**src/rtl/seg_pkg.sv**
```systemverilog
package seg_pkg;

  typedef enum logic [1:0] {
    XT_CTRL = 2'd0,
    XT_BULK = 2'd1,
    XT_INTR = 2'd2,
    XT_ISO  = 2'd3
  } xfer_kind_e;

  typedef enum logic [1:0] {
    SP_LOW  = 2'd0,
    SP_FULL = 2'd1,
    SP_HIGH = 2'd2,
    SP_RSVD = 2'd3
  } bus_speed_e;

  typedef enum logic [1:0] {
    ST_IDLE = 2'd0,
    ST_SEND = 2'd1,
    ST_RECV = 2'd2
  } seg_state_e;

  // Outcome of applying one packet to the open transfer
  typedef struct packed {
    logic ends;       // transfer finishes legally on this packet
    logic over;       // packet carries more than allowed
    logic short_end;  // finishing packet was below the maximum size
  } step_res_t;

endpackage

```
**src/rtl/seg_cfg_check.sv**
```systemverilog
module seg_cfg_check
  import seg_pkg::*;
#(
  parameter int MPS_W = 11
) (
  input  xfer_kind_e       kind,
  input  bus_speed_e       speed,
  input  logic [MPS_W-1:0] mps,
  output logic             legal
);

  localparam logic [MPS_W-1:0] SZ8    = MPS_W'(8);
  localparam logic [MPS_W-1:0] SZ16   = MPS_W'(16);
  localparam logic [MPS_W-1:0] SZ32   = MPS_W'(32);
  localparam logic [MPS_W-1:0] SZ64   = MPS_W'(64);
  localparam logic [MPS_W-1:0] SZ512  = MPS_W'(512);
  localparam logic [MPS_W-1:0] SZ1023 = MPS_W'(1023);
  localparam logic [MPS_W-1:0] SZ1024 = MPS_W'(1024);

  logic             pow_set;   // one of the four small power-of-two sizes
  logic [MPS_W-1:0] ceiling;   // byte-granular upper bound, zero = none legal

  always_comb begin
    pow_set = (mps == SZ8) || (mps == SZ16) || (mps == SZ32) || (mps == SZ64);
    ceiling = '0;
    legal   = 1'b0;
    case (kind)
      XT_CTRL: begin
        case (speed)
          SP_LOW:  legal = (mps == SZ8);
          SP_FULL: legal = pow_set;
          SP_HIGH: legal = (mps == SZ64);
          default: legal = 1'b0;
        endcase
      end
      XT_BULK: begin
        case (speed)
          SP_FULL: legal = pow_set;
          SP_HIGH: legal = (mps == SZ512);
          default: legal = 1'b0;
        endcase
      end
      XT_INTR: begin
        case (speed)
          SP_LOW:  ceiling = SZ8;
          SP_FULL: ceiling = SZ64;
          SP_HIGH: ceiling = SZ1024;
          default: ceiling = '0;
        endcase
        legal = (ceiling != '0) && (mps != '0) && (mps <= ceiling);
      end
      default: begin
        case (speed)
          SP_FULL: ceiling = SZ1023;
          SP_HIGH: ceiling = SZ1024;
          default: ceiling = '0;
        endcase
        legal = (ceiling != '0) && (mps != '0) && (mps <= ceiling);
      end
    endcase
  end

endmodule

```
**src/rtl/seg_step.sv**
```systemverilog
module seg_step
  import seg_pkg::*;
#(
  parameter int LEN_W = 16,
  parameter int MPS_W = 11
) (
  input  logic [LEN_W-1:0] remain,
  input  logic [MPS_W-1:0] mps,
  input  logic [MPS_W-1:0] pkt_len,
  input  logic             iso,
  input  logic             zlp_en,
  output logic [MPS_W-1:0] fill_len,
  output logic [LEN_W-1:0] rem_next,
  output step_res_t        res
);

  logic [LEN_W-1:0] len_ext;
  logic [LEN_W-1:0] mps_ext;
  logic             is_short;
  logic             count_hit;

  always_comb begin
    len_ext  = LEN_W'(pkt_len);
    mps_ext  = LEN_W'(mps);
    // next packet to emit: full size, or the remainder when below it
    fill_len = (remain < mps_ext) ? MPS_W'(remain) : mps;
    rem_next = remain - len_ext;
    is_short = (pkt_len < mps);
    // exhausted count ends the transfer unless a trailing empty packet is owed
    count_hit = (rem_next == '0) && (is_short || !zlp_en);
    res.over      = (pkt_len > mps) || (len_ext > remain);
    res.ends      = !res.over &&
                    ((pkt_len == '0) || (is_short && !iso) || count_hit);
    res.short_end = res.ends && is_short;
  end

endmodule

```
**src/rtl/xfer_segmenter.sv**
```systemverilog
module xfer_segmenter
  import seg_pkg::*;
#(
  parameter int LEN_W = 16,
  parameter int MPS_W = 11
) (
  input  logic             clk,
  input  logic             rst_n,
  input  logic             start,
  input  logic             rx_mode,
  input  logic [1:0]       kind,
  input  logic [1:0]       speed,
  input  logic [LEN_W-1:0] req_len,
  input  logic [MPS_W-1:0] max_pkt,
  input  logic             zlp_en,
  output logic             tx_valid,
  input  logic             tx_ready,
  output logic [MPS_W-1:0] tx_len,
  output logic             tx_last,
  input  logic             rx_valid,
  output logic             rx_ready,
  input  logic [MPS_W-1:0] rx_len,
  output logic             busy,
  output logic             cfg_err,
  output logic             done,
  output logic             short_pkt,
  output logic             overflow
);

  seg_state_e       state_q;
  logic [LEN_W-1:0] remain_q;
  logic [MPS_W-1:0] mps_q;
  logic             iso_q;
  logic             zlp_q;
  logic             done_q, short_q, over_q;

  logic             cfg_ok;
  logic             launch;
  logic             fire;
  logic [MPS_W-1:0] fill_len;
  logic [MPS_W-1:0] pkt_len;
  logic [LEN_W-1:0] rem_next;
  step_res_t        res;

  seg_cfg_check #(.MPS_W(MPS_W)) cfg_i (
    .kind  (xfer_kind_e'(kind)),
    .speed (bus_speed_e'(speed)),
    .mps   (max_pkt),
    .legal (cfg_ok)
  );

  seg_step #(.LEN_W(LEN_W), .MPS_W(MPS_W)) step_i (
    .remain   (remain_q),
    .mps      (mps_q),
    .pkt_len  (pkt_len),
    .iso      (iso_q),
    .zlp_en   (zlp_q),
    .fill_len (fill_len),
    .rem_next (rem_next),
    .res      (res)
  );

  assign cfg_err   = !cfg_ok;
  assign busy      = (state_q != ST_IDLE);
  assign tx_valid  = (state_q == ST_SEND);
  assign rx_ready  = (state_q == ST_RECV);
  assign tx_len    = fill_len;
  assign pkt_len   = (state_q == ST_RECV) ? rx_len : fill_len;
  assign tx_last   = tx_valid && res.ends;
  assign done      = done_q;
  assign short_pkt = short_q;
  assign overflow  = over_q;

  assign launch = start && (state_q == ST_IDLE) && cfg_ok;
  assign fire   = (tx_valid && tx_ready) || (rx_ready && rx_valid);

  always_ff @(posedge clk or negedge rst_n) begin
    if (!rst_n) begin
      state_q  <= ST_IDLE;
      remain_q <= '0;
      mps_q    <= '0;
      iso_q    <= 1'b0;
      zlp_q    <= 1'b0;
      done_q   <= 1'b0;
      short_q  <= 1'b0;
      over_q   <= 1'b0;
    end else begin
      done_q  <= 1'b0;
      short_q <= 1'b0;
      over_q  <= 1'b0;
      if (launch) begin
        state_q  <= rx_mode ? ST_RECV : ST_SEND;
        remain_q <= req_len;
        mps_q    <= max_pkt;
        iso_q    <= (xfer_kind_e'(kind) == XT_ISO);
        zlp_q    <= zlp_en;
      end else if (fire) begin
        remain_q <= rem_next;
        if (res.over) begin
          state_q <= ST_IDLE;
          over_q  <= 1'b1;
        end else if (res.ends) begin
          state_q <= ST_IDLE;
          done_q  <= 1'b1;
          short_q <= res.short_end;
        end
      end
    end
  end


  tx_hold_chk: assert property (@(posedge clk) disable iff (!rst_n)
    (tx_valid && !tx_ready) |=> (tx_valid && $stable(tx_len) && $stable(tx_last)));


  pulse_excl_chk: assert property (@(posedge clk) disable iff (!rst_n)
    !(done && overflow));


  end_idle_chk: assert property (@(posedge clk) disable iff (!rst_n)
    (done || overflow) |-> !busy);


  cfg_block_chk: assert property (@(posedge clk) disable iff (!rst_n)
    (start && cfg_err && !busy) |=> !busy);


  tx_cap_chk: assert property (@(posedge clk) disable iff (!rst_n)
    tx_valid |-> (tx_len <= mps_q));


  rx_over_chk: assert property (@(posedge clk) disable iff (!rst_n)
    (rx_valid && rx_ready && (rx_len > mps_q)) |=> (overflow && !done));


  short_with_done_chk: assert property (@(posedge clk) disable iff (!rst_n)
    short_pkt |-> done);

endmodule

```
**config.mk**
```make
export PLATFORM = sky130hd
export DESIGN_NAME = xfer_segmenter
export DESIGN_NICKNAME = d
export VERILOG_FILES = /design/src/rtl/seg_pkg.sv /design/src/rtl/seg_cfg_check.sv /design/src/rtl/seg_step.sv /design/src/rtl/xfer_segmenter.sv
export SDC_FILE = /design/constraint.sdc
export NUM_CORES = 1
export LEC_CHECK = 0
export ABC_AREA = 1
export BUFFER_PORTS_ARGS = -buffer_cell sky130_fd_sc_hd__buf_2
export CORE_MARGIN = 2
export CORE_UTILIZATION = 24
export CTS_BUF_LIST = sky130_fd_sc_hd__clkbuf_4
export DETAILED_ROUTE_END_ITERATION = 7
export PLACE_DENSITY = 0.4
export SLEW_MARGIN = 30
export SYNTH_ARGS = -nofsm -noshare
export SYNTH_HDL_FRONTEND = slang
export SYNTH_SLANG_ARGS = --single-unit
export TNS_END_PERCENT = 50
```
**constraint.sdc**
```tcl
create_clock -name clk -period 11.15 [get_ports clk]
set_input_delay 1.6725 -clock clk [delete_from_list [all_inputs] [get_ports clk]]
set_output_delay 1.6725 -clock clk [all_outputs]
set_load 0.1 [all_outputs]
```
Word level (Yosys, flattened, before mapping)
Cells that the tools add are included.

storage, ports and cells
  flip-flop bits (word level) = 34
  output and inout port bits = 19
  logic and storage cells = 92

cells by class
  add/sub/neg operators = 1
  order comparisons = 6
  eq/ne operators = 12
  mux-type cells = 27
  reduce and logical (&&, ||, !) cells = 38

operators with widths
  kind                                                                      number
  11-bit two-way mux                                                        4
  11-bit case mux with 3 select lines                                       1
  11-bit nonzero test                                                       3
  16-bit two-way mux                                                        2
  11-bit less-or-equal comparator                                           2
  11-bit case mux with 2 select lines                                       1
  11-bit by 16-bit greater-than comparator with 1-bit output                1
  16-bit logical NOT                                                        1
  16-bit by 11-bit < comparator with 1-bit output                           1
  16-bit by 11-bit subtractor with 16-bit output                            1
  1-bit logical AND                                                         13
  11-bit by 10-bit equality test with 1-bit output (second input constant)  1
  11-bit by 4-bit equality test with 1-bit output (second input constant)   1
  11-bit by 5-bit equality test with 1-bit output (second input constant)   1
  11-bit by 6-bit equality test with 1-bit output (second input constant)   1
  11-bit by 7-bit equality test with 1-bit output (second input constant)   1
  11-bit greater-than comparator                                            1
  11-bit logical NOT                                                        1
  11-bit < comparator                                                       1
  1-bit two-way mux                                                         11
  2-bit two-way mux                                                         5
  2-bit equality test (second input constant)                               4
  1-bit logical OR                                                          8
  2-bit by 1-bit equality test with 1-bit output (second input constant)    3
  other kinds (8)                                                           15

Longest topological paths before layout
  word-level depth = 13
  mapped depth = 33
  depth with buffers taken out = 32

By module
Synthesis repeated with hierarchy kept, for this count alone.

second synthesis, totals
  cells, all modules = 673
  area, all modules = 4052.6 µm²

by module, submodules not included
  module          instances  cells each  area each (µm²)
  xfer_segmenter  1          245         1704.1
  seg_step        1          322         1701.6
  seg_cfg_check   1          106         646.9

Worst setup path after synthesis
OpenSTA, ideal clock, no wires.

  path kind = reg2out
  start point = register state_q[1]
  end point = output tx_last
  data arrival time = 5.300 ns
  data required time = 9.477 ns
  setup slack = 4.178 ns
  stages on the path, launching flop included = 24
  buffers on the path = 1
  cells stage by stage = dfrtp_1 inv_1 nor2_1 inv_1 clkbuf_1 or2_2 nand2_1 inv_1 ha_1 inv_1 fa_1 inv_1 nand2_1 nor2_1 nand2_1 nor2_1 nand3_1 nor2_1 nand3_1 nor2_1 a21oi_1 nand2_2 nand2_2 nor2_1

between the ends
  cells in the longest elaborated chain, start to end = 8

ends and longest elaborated chain
  item                                                                                          RTL line                        RTL
  start, declared                                                                               xfer_segmenter.sv:30            seg_state_e state_q;
  start signal, assigned                                                                        xfer_segmenter.sv:92            state_q <= rx_mode ? ST_RECV : ST_SEND;
  2-bit equality test *                                                                         -
  named net rx_ready                                                                            xfer_segmenter.sv:21            output logic rx_ready,
  11-bit two-way mux *                                                                          xfer_segmenter.sv:68            assign pkt_len = (state_q == ST_RECV) ? rx_len : fill_len;
  16-bit by 11-bit subtractor with 16-bit output / 11-bit < comparator (equally long branches)  seg_step.sv:27, seg_step.sv:28
  16-bit logical NOT, or another cell as far along                                              seg_step.sv:30                  count_hit = (rem_next == '0) && (is_short || !zlp_en);
  1-bit logical AND / 1-bit logical OR (equally long branches)                                  seg_step.sv:30, seg_step.sv:33
  1-bit logical OR                                                                              seg_step.sv:33                  ((pkt_len == '0) || (is_short && !iso) || count_hit);
  1-bit logical AND *                                                                           seg_step.sv:32                  res.ends = !res.over &&
  1-bit logical AND *                                                                           xfer_segmenter.sv:69            assign tx_last = tx_valid && res.ends;
  end, declared                                                                                 xfer_segmenter.sv:19            output logic tx_last,

The timed path passes the listed nets; every way through them passes the cells marked *.

Worst setup path after layout
  start point = register remain_q[9]
  end point = output tx_last

between the ends
  cells in the longest elaborated chain, start to end = 9

ends and longest elaborated chain
  item                                                                                          RTL line                        RTL
  start, declared                                                                               xfer_segmenter.sv:31            logic [LEN_W-1:0] remain_q;
  start signal, assigned                                                                        xfer_segmenter.sv:93            remain_q <= req_len;
  start signal, assigned                                                                        xfer_segmenter.sv:98            remain_q <= rem_next;
  16-bit by 11-bit < comparator with 1-bit output                                               seg_step.sv:26                  fill_len = (remain < mps_ext) ? MPS_W'(remain) : mps;
  11-bit two-way mux                                                                            seg_step.sv:26
  11-bit two-way mux                                                                            xfer_segmenter.sv:68
  16-bit by 11-bit subtractor with 16-bit output / 11-bit < comparator (equally long branches)  seg_step.sv:27, seg_step.sv:28
  16-bit logical NOT, or another cell as far along                                              seg_step.sv:30
  1-bit logical AND / 1-bit logical OR (equally long branches)                                  seg_step.sv:30, seg_step.sv:33
  1-bit logical OR                                                                              seg_step.sv:33
  1-bit logical AND *                                                                           seg_step.sv:32
  1-bit logical AND *                                                                           xfer_segmenter.sv:69

Mark *: on every way between the ends. The rest lies on a longest branch, timed or not.

==> qor.csv <==
metric,value,unit
critical path peak fanout,12,
Synth Area in XOR/XNOR,2.11,%
global placer's final weighted congestion,0.860,
routed vias/inst,4.57,
Synth Area in Simple Gates,39.5,%
Multi-input gate area,0.00254,mm2
final cell count without fillers,817,
max-cap violations,0,
adder-cell area share of the yosys netlist,16.6,%
number of buffers added on ports,67,
Syn Nets,663,
Worst Path Required,9.48,ns
slew margin rel.,41.0,%
Tot GR Track Use,14.6,%
drt pass-1 iters,4,
CTS Root Cell,clkbuf_4,
most common cell in the netlist,nand2_1,
met2 Resource Use GR,25.5,%
layout cells sized above 1,18.3,%
"area leader, netlist",dfrtp_1,
"Reg clk slew, reported paths",0.14,ns
initial antenna violation count,1,
deepest clock path buffer count,2,
Starting Density,24.6,%
die width,129,um
post-synthesis compound-gate area fraction,9.75,%
first-pass GRT wire length,19.0,mm
max frequency,149,MHz
cts repair resizes,0,
"Area growth, synth to finish",15.0,%
fillers,1717,
Synth Register Bits,34,
Post-synth ARST share,100,%
met1 usage,19.3,%
area fraction of the dominant cell type after synthesis,22.8,%
Worst R2R Setup Slack,6.71,ns
Post-synth top cells,"nand2_1, inv_1, nand3_1, ha_1, nor2_1",
Final period util,60.3,%
final WL,11.9,mm
Placed Cells incl. Taps,808,
"Most Used Layer, Global Route",met2,
drt drc,0,
clock skew,0.0195,ns
CTS tree,done,
largest family of logic cells by synthesized area,simple AND/OR/NAND/NOR gates,
fin. max-slew vios,0,
final setup vio count,0,
Num Clock Sinks,34,
initial DRC count,224,
top area cells in the synthesized netlist,"dfrtp_1, nand2_1, ha_1, inv_1, nand3_1",
GR met3 Demand/Resource,1.50,%
Num CTS Buffers,5,
sequential area share after synthesis,22.8,%
largest net degree at the start of global routing,35,
Slew @ Worst Pin,0.884,ns
status,finished clean,
post-synth cell types,36,
Netlist Area Pre-Place,0.00374,mm2
Critical Path AT,5.05,ns
Crit Path Category,flop to output port,
Ports,68,
setup TNS,0,ns
crit start category,flop,
Synth Instances,565,
# nets final,725,
Final Hold Viols,0,
"Setup Fix Bufs, Post-CTS",0,
Die Footprint,0.0166,mm2
total grt overflow,0,
crit path time final,6.72,ns
row count,45,
top_reg_cell synth,dfrtp_1,
Register Area,851,um2
number of enable flip-flop cells after synthesis,0,
CTS H-Tree Depth,2,
cts hold-fix bufs,0,
post-synthesis mux area share,0,%
CORE AREA,0.0152,mm2
Die Ht,129,um
Tightest Hold Check Type,flop to flop,
Worst setup EP type,output port,
post-DR wirelength/cell,14.5,um
setup repair after global routing missed its margin,false,
syn_area_per_cell,6.61,um2
dpl hpwl,9.76,mm
Final ANT Viol Nets,0,
clk_lat worst skew,0.36,ns
vias after detailed routing,3734,
Ys Warns,0,
vias in the first global route,3751,
-- worst paths after layout --
kind | to | start | cells past startpoint
max | tx_last | remain_q[9] | 22
min | iso_q | iso_q | 2
max reg2reg | state_q[1] | remain_q[9] | 22
min reg2reg | iso_q | iso_q | 2
max in group asynchronous | mps_q[1] | rst_n | 1
min in group asynchronous | remain_q[14] | rst_n | 1
-- flip-flops by register name, summed over array words and instances (netlist names) --
name / count
done: 1
iso_q: 1
mps_q: 11
overflow: 1
remain_q: 16
short_pkt: 1
state_q: 2
zlp_q: 1
-- logic make-up (layout without fill, tap and decap cells) --
logic type,count (synthesis),count (layout)
simple gates,325,325
buf+inv,86,149
compound gates,62,62
fa+ha+maj,49,49
flops,34,34
xor+xnor,9,9
other cells,0,1
-- metal layers --
metal,part of all wire (%),up-vias
met1,48,1690
met3,3.0,10
met5,0,-
li1,-,1971
met2,48,63
met4,1.2,0
-- worst max-delay path, stage by stage (launching register included) --
cell     delay [ns]
dfrtp_1        0.45
ha_1           0.33
a21oi_1        0.13
nor2_1         0.08
nor4_4         0.51
nand2_2        0.37
nand2_1        0.21
nand3_1        0.08
nand2_1        0.19
ha_1           0.33
a21oi_1        0.29
nand2_1        0.14
nand2_1        0.09
nand2_1        0.09
a21oi_1        0.25
xnor2_1        0.19
nand2_1        0.09
nor2_1         0.11
a21oi_1        0.10
nand2_2        0.08
nand2_2        0.06
nor2_1         0.08
buf_2          0.43
-- final cells by class --
class                           instances  share of cell area (%)
Multi-Input combinational cell        445                    59.1
Antenna cell                            1                  0.0582
Tap cell                              188                    5.47
Timing Repair Buffer                   67                    7.86
Clock buffer                            5                   0.874
Clock inverter                          3                   0.379
Inverter                               74                    6.46
Sequential cell                        34                    19.8
-- stage by stage --
stage / worst slack, ns / hold WS, ns / instance area (um2) / util, %
floorplan: 4.18 / 0.449 / 3740 / -
finish: 4.43 / 0.514 / 4300 / 28.3
CTS: 4.45 / 0.521 / 4290 / 28.2
detailed placement: 4.89 / 0.489 / 4240 / 27.9
global route: 3.95 / 0.546 / 4300 / 28.3
global placement: 4.93 / 0.467 / 4240 / 27.9
-- cell usage in the layout (no fill, tap or decap), types with 2 or more instances in the layout --
cell type and n:
a21o_1 2, a21oi_1 26, buf_2 66, clkbuf_4 5
dfrtp_1 34, ha_1 48, inv_1 74, nand2_1 166
nand2_2 20, nand3_1 53, nand3_2 3, nand3b_1 2
nand4_1 9, nor2_1 44, nor2_2 4, nor3_1 6
nor3_2 2, nor4_1 3, o211ai_1 7, o21ai_0 17
o221ai_1 4, or2_2 10, xnor2_1 2, xor2_1 7
Power is left out: the tool's default activity adds up to more than one toggle a clock period on the data nets, which glitch-free logic cannot reach.
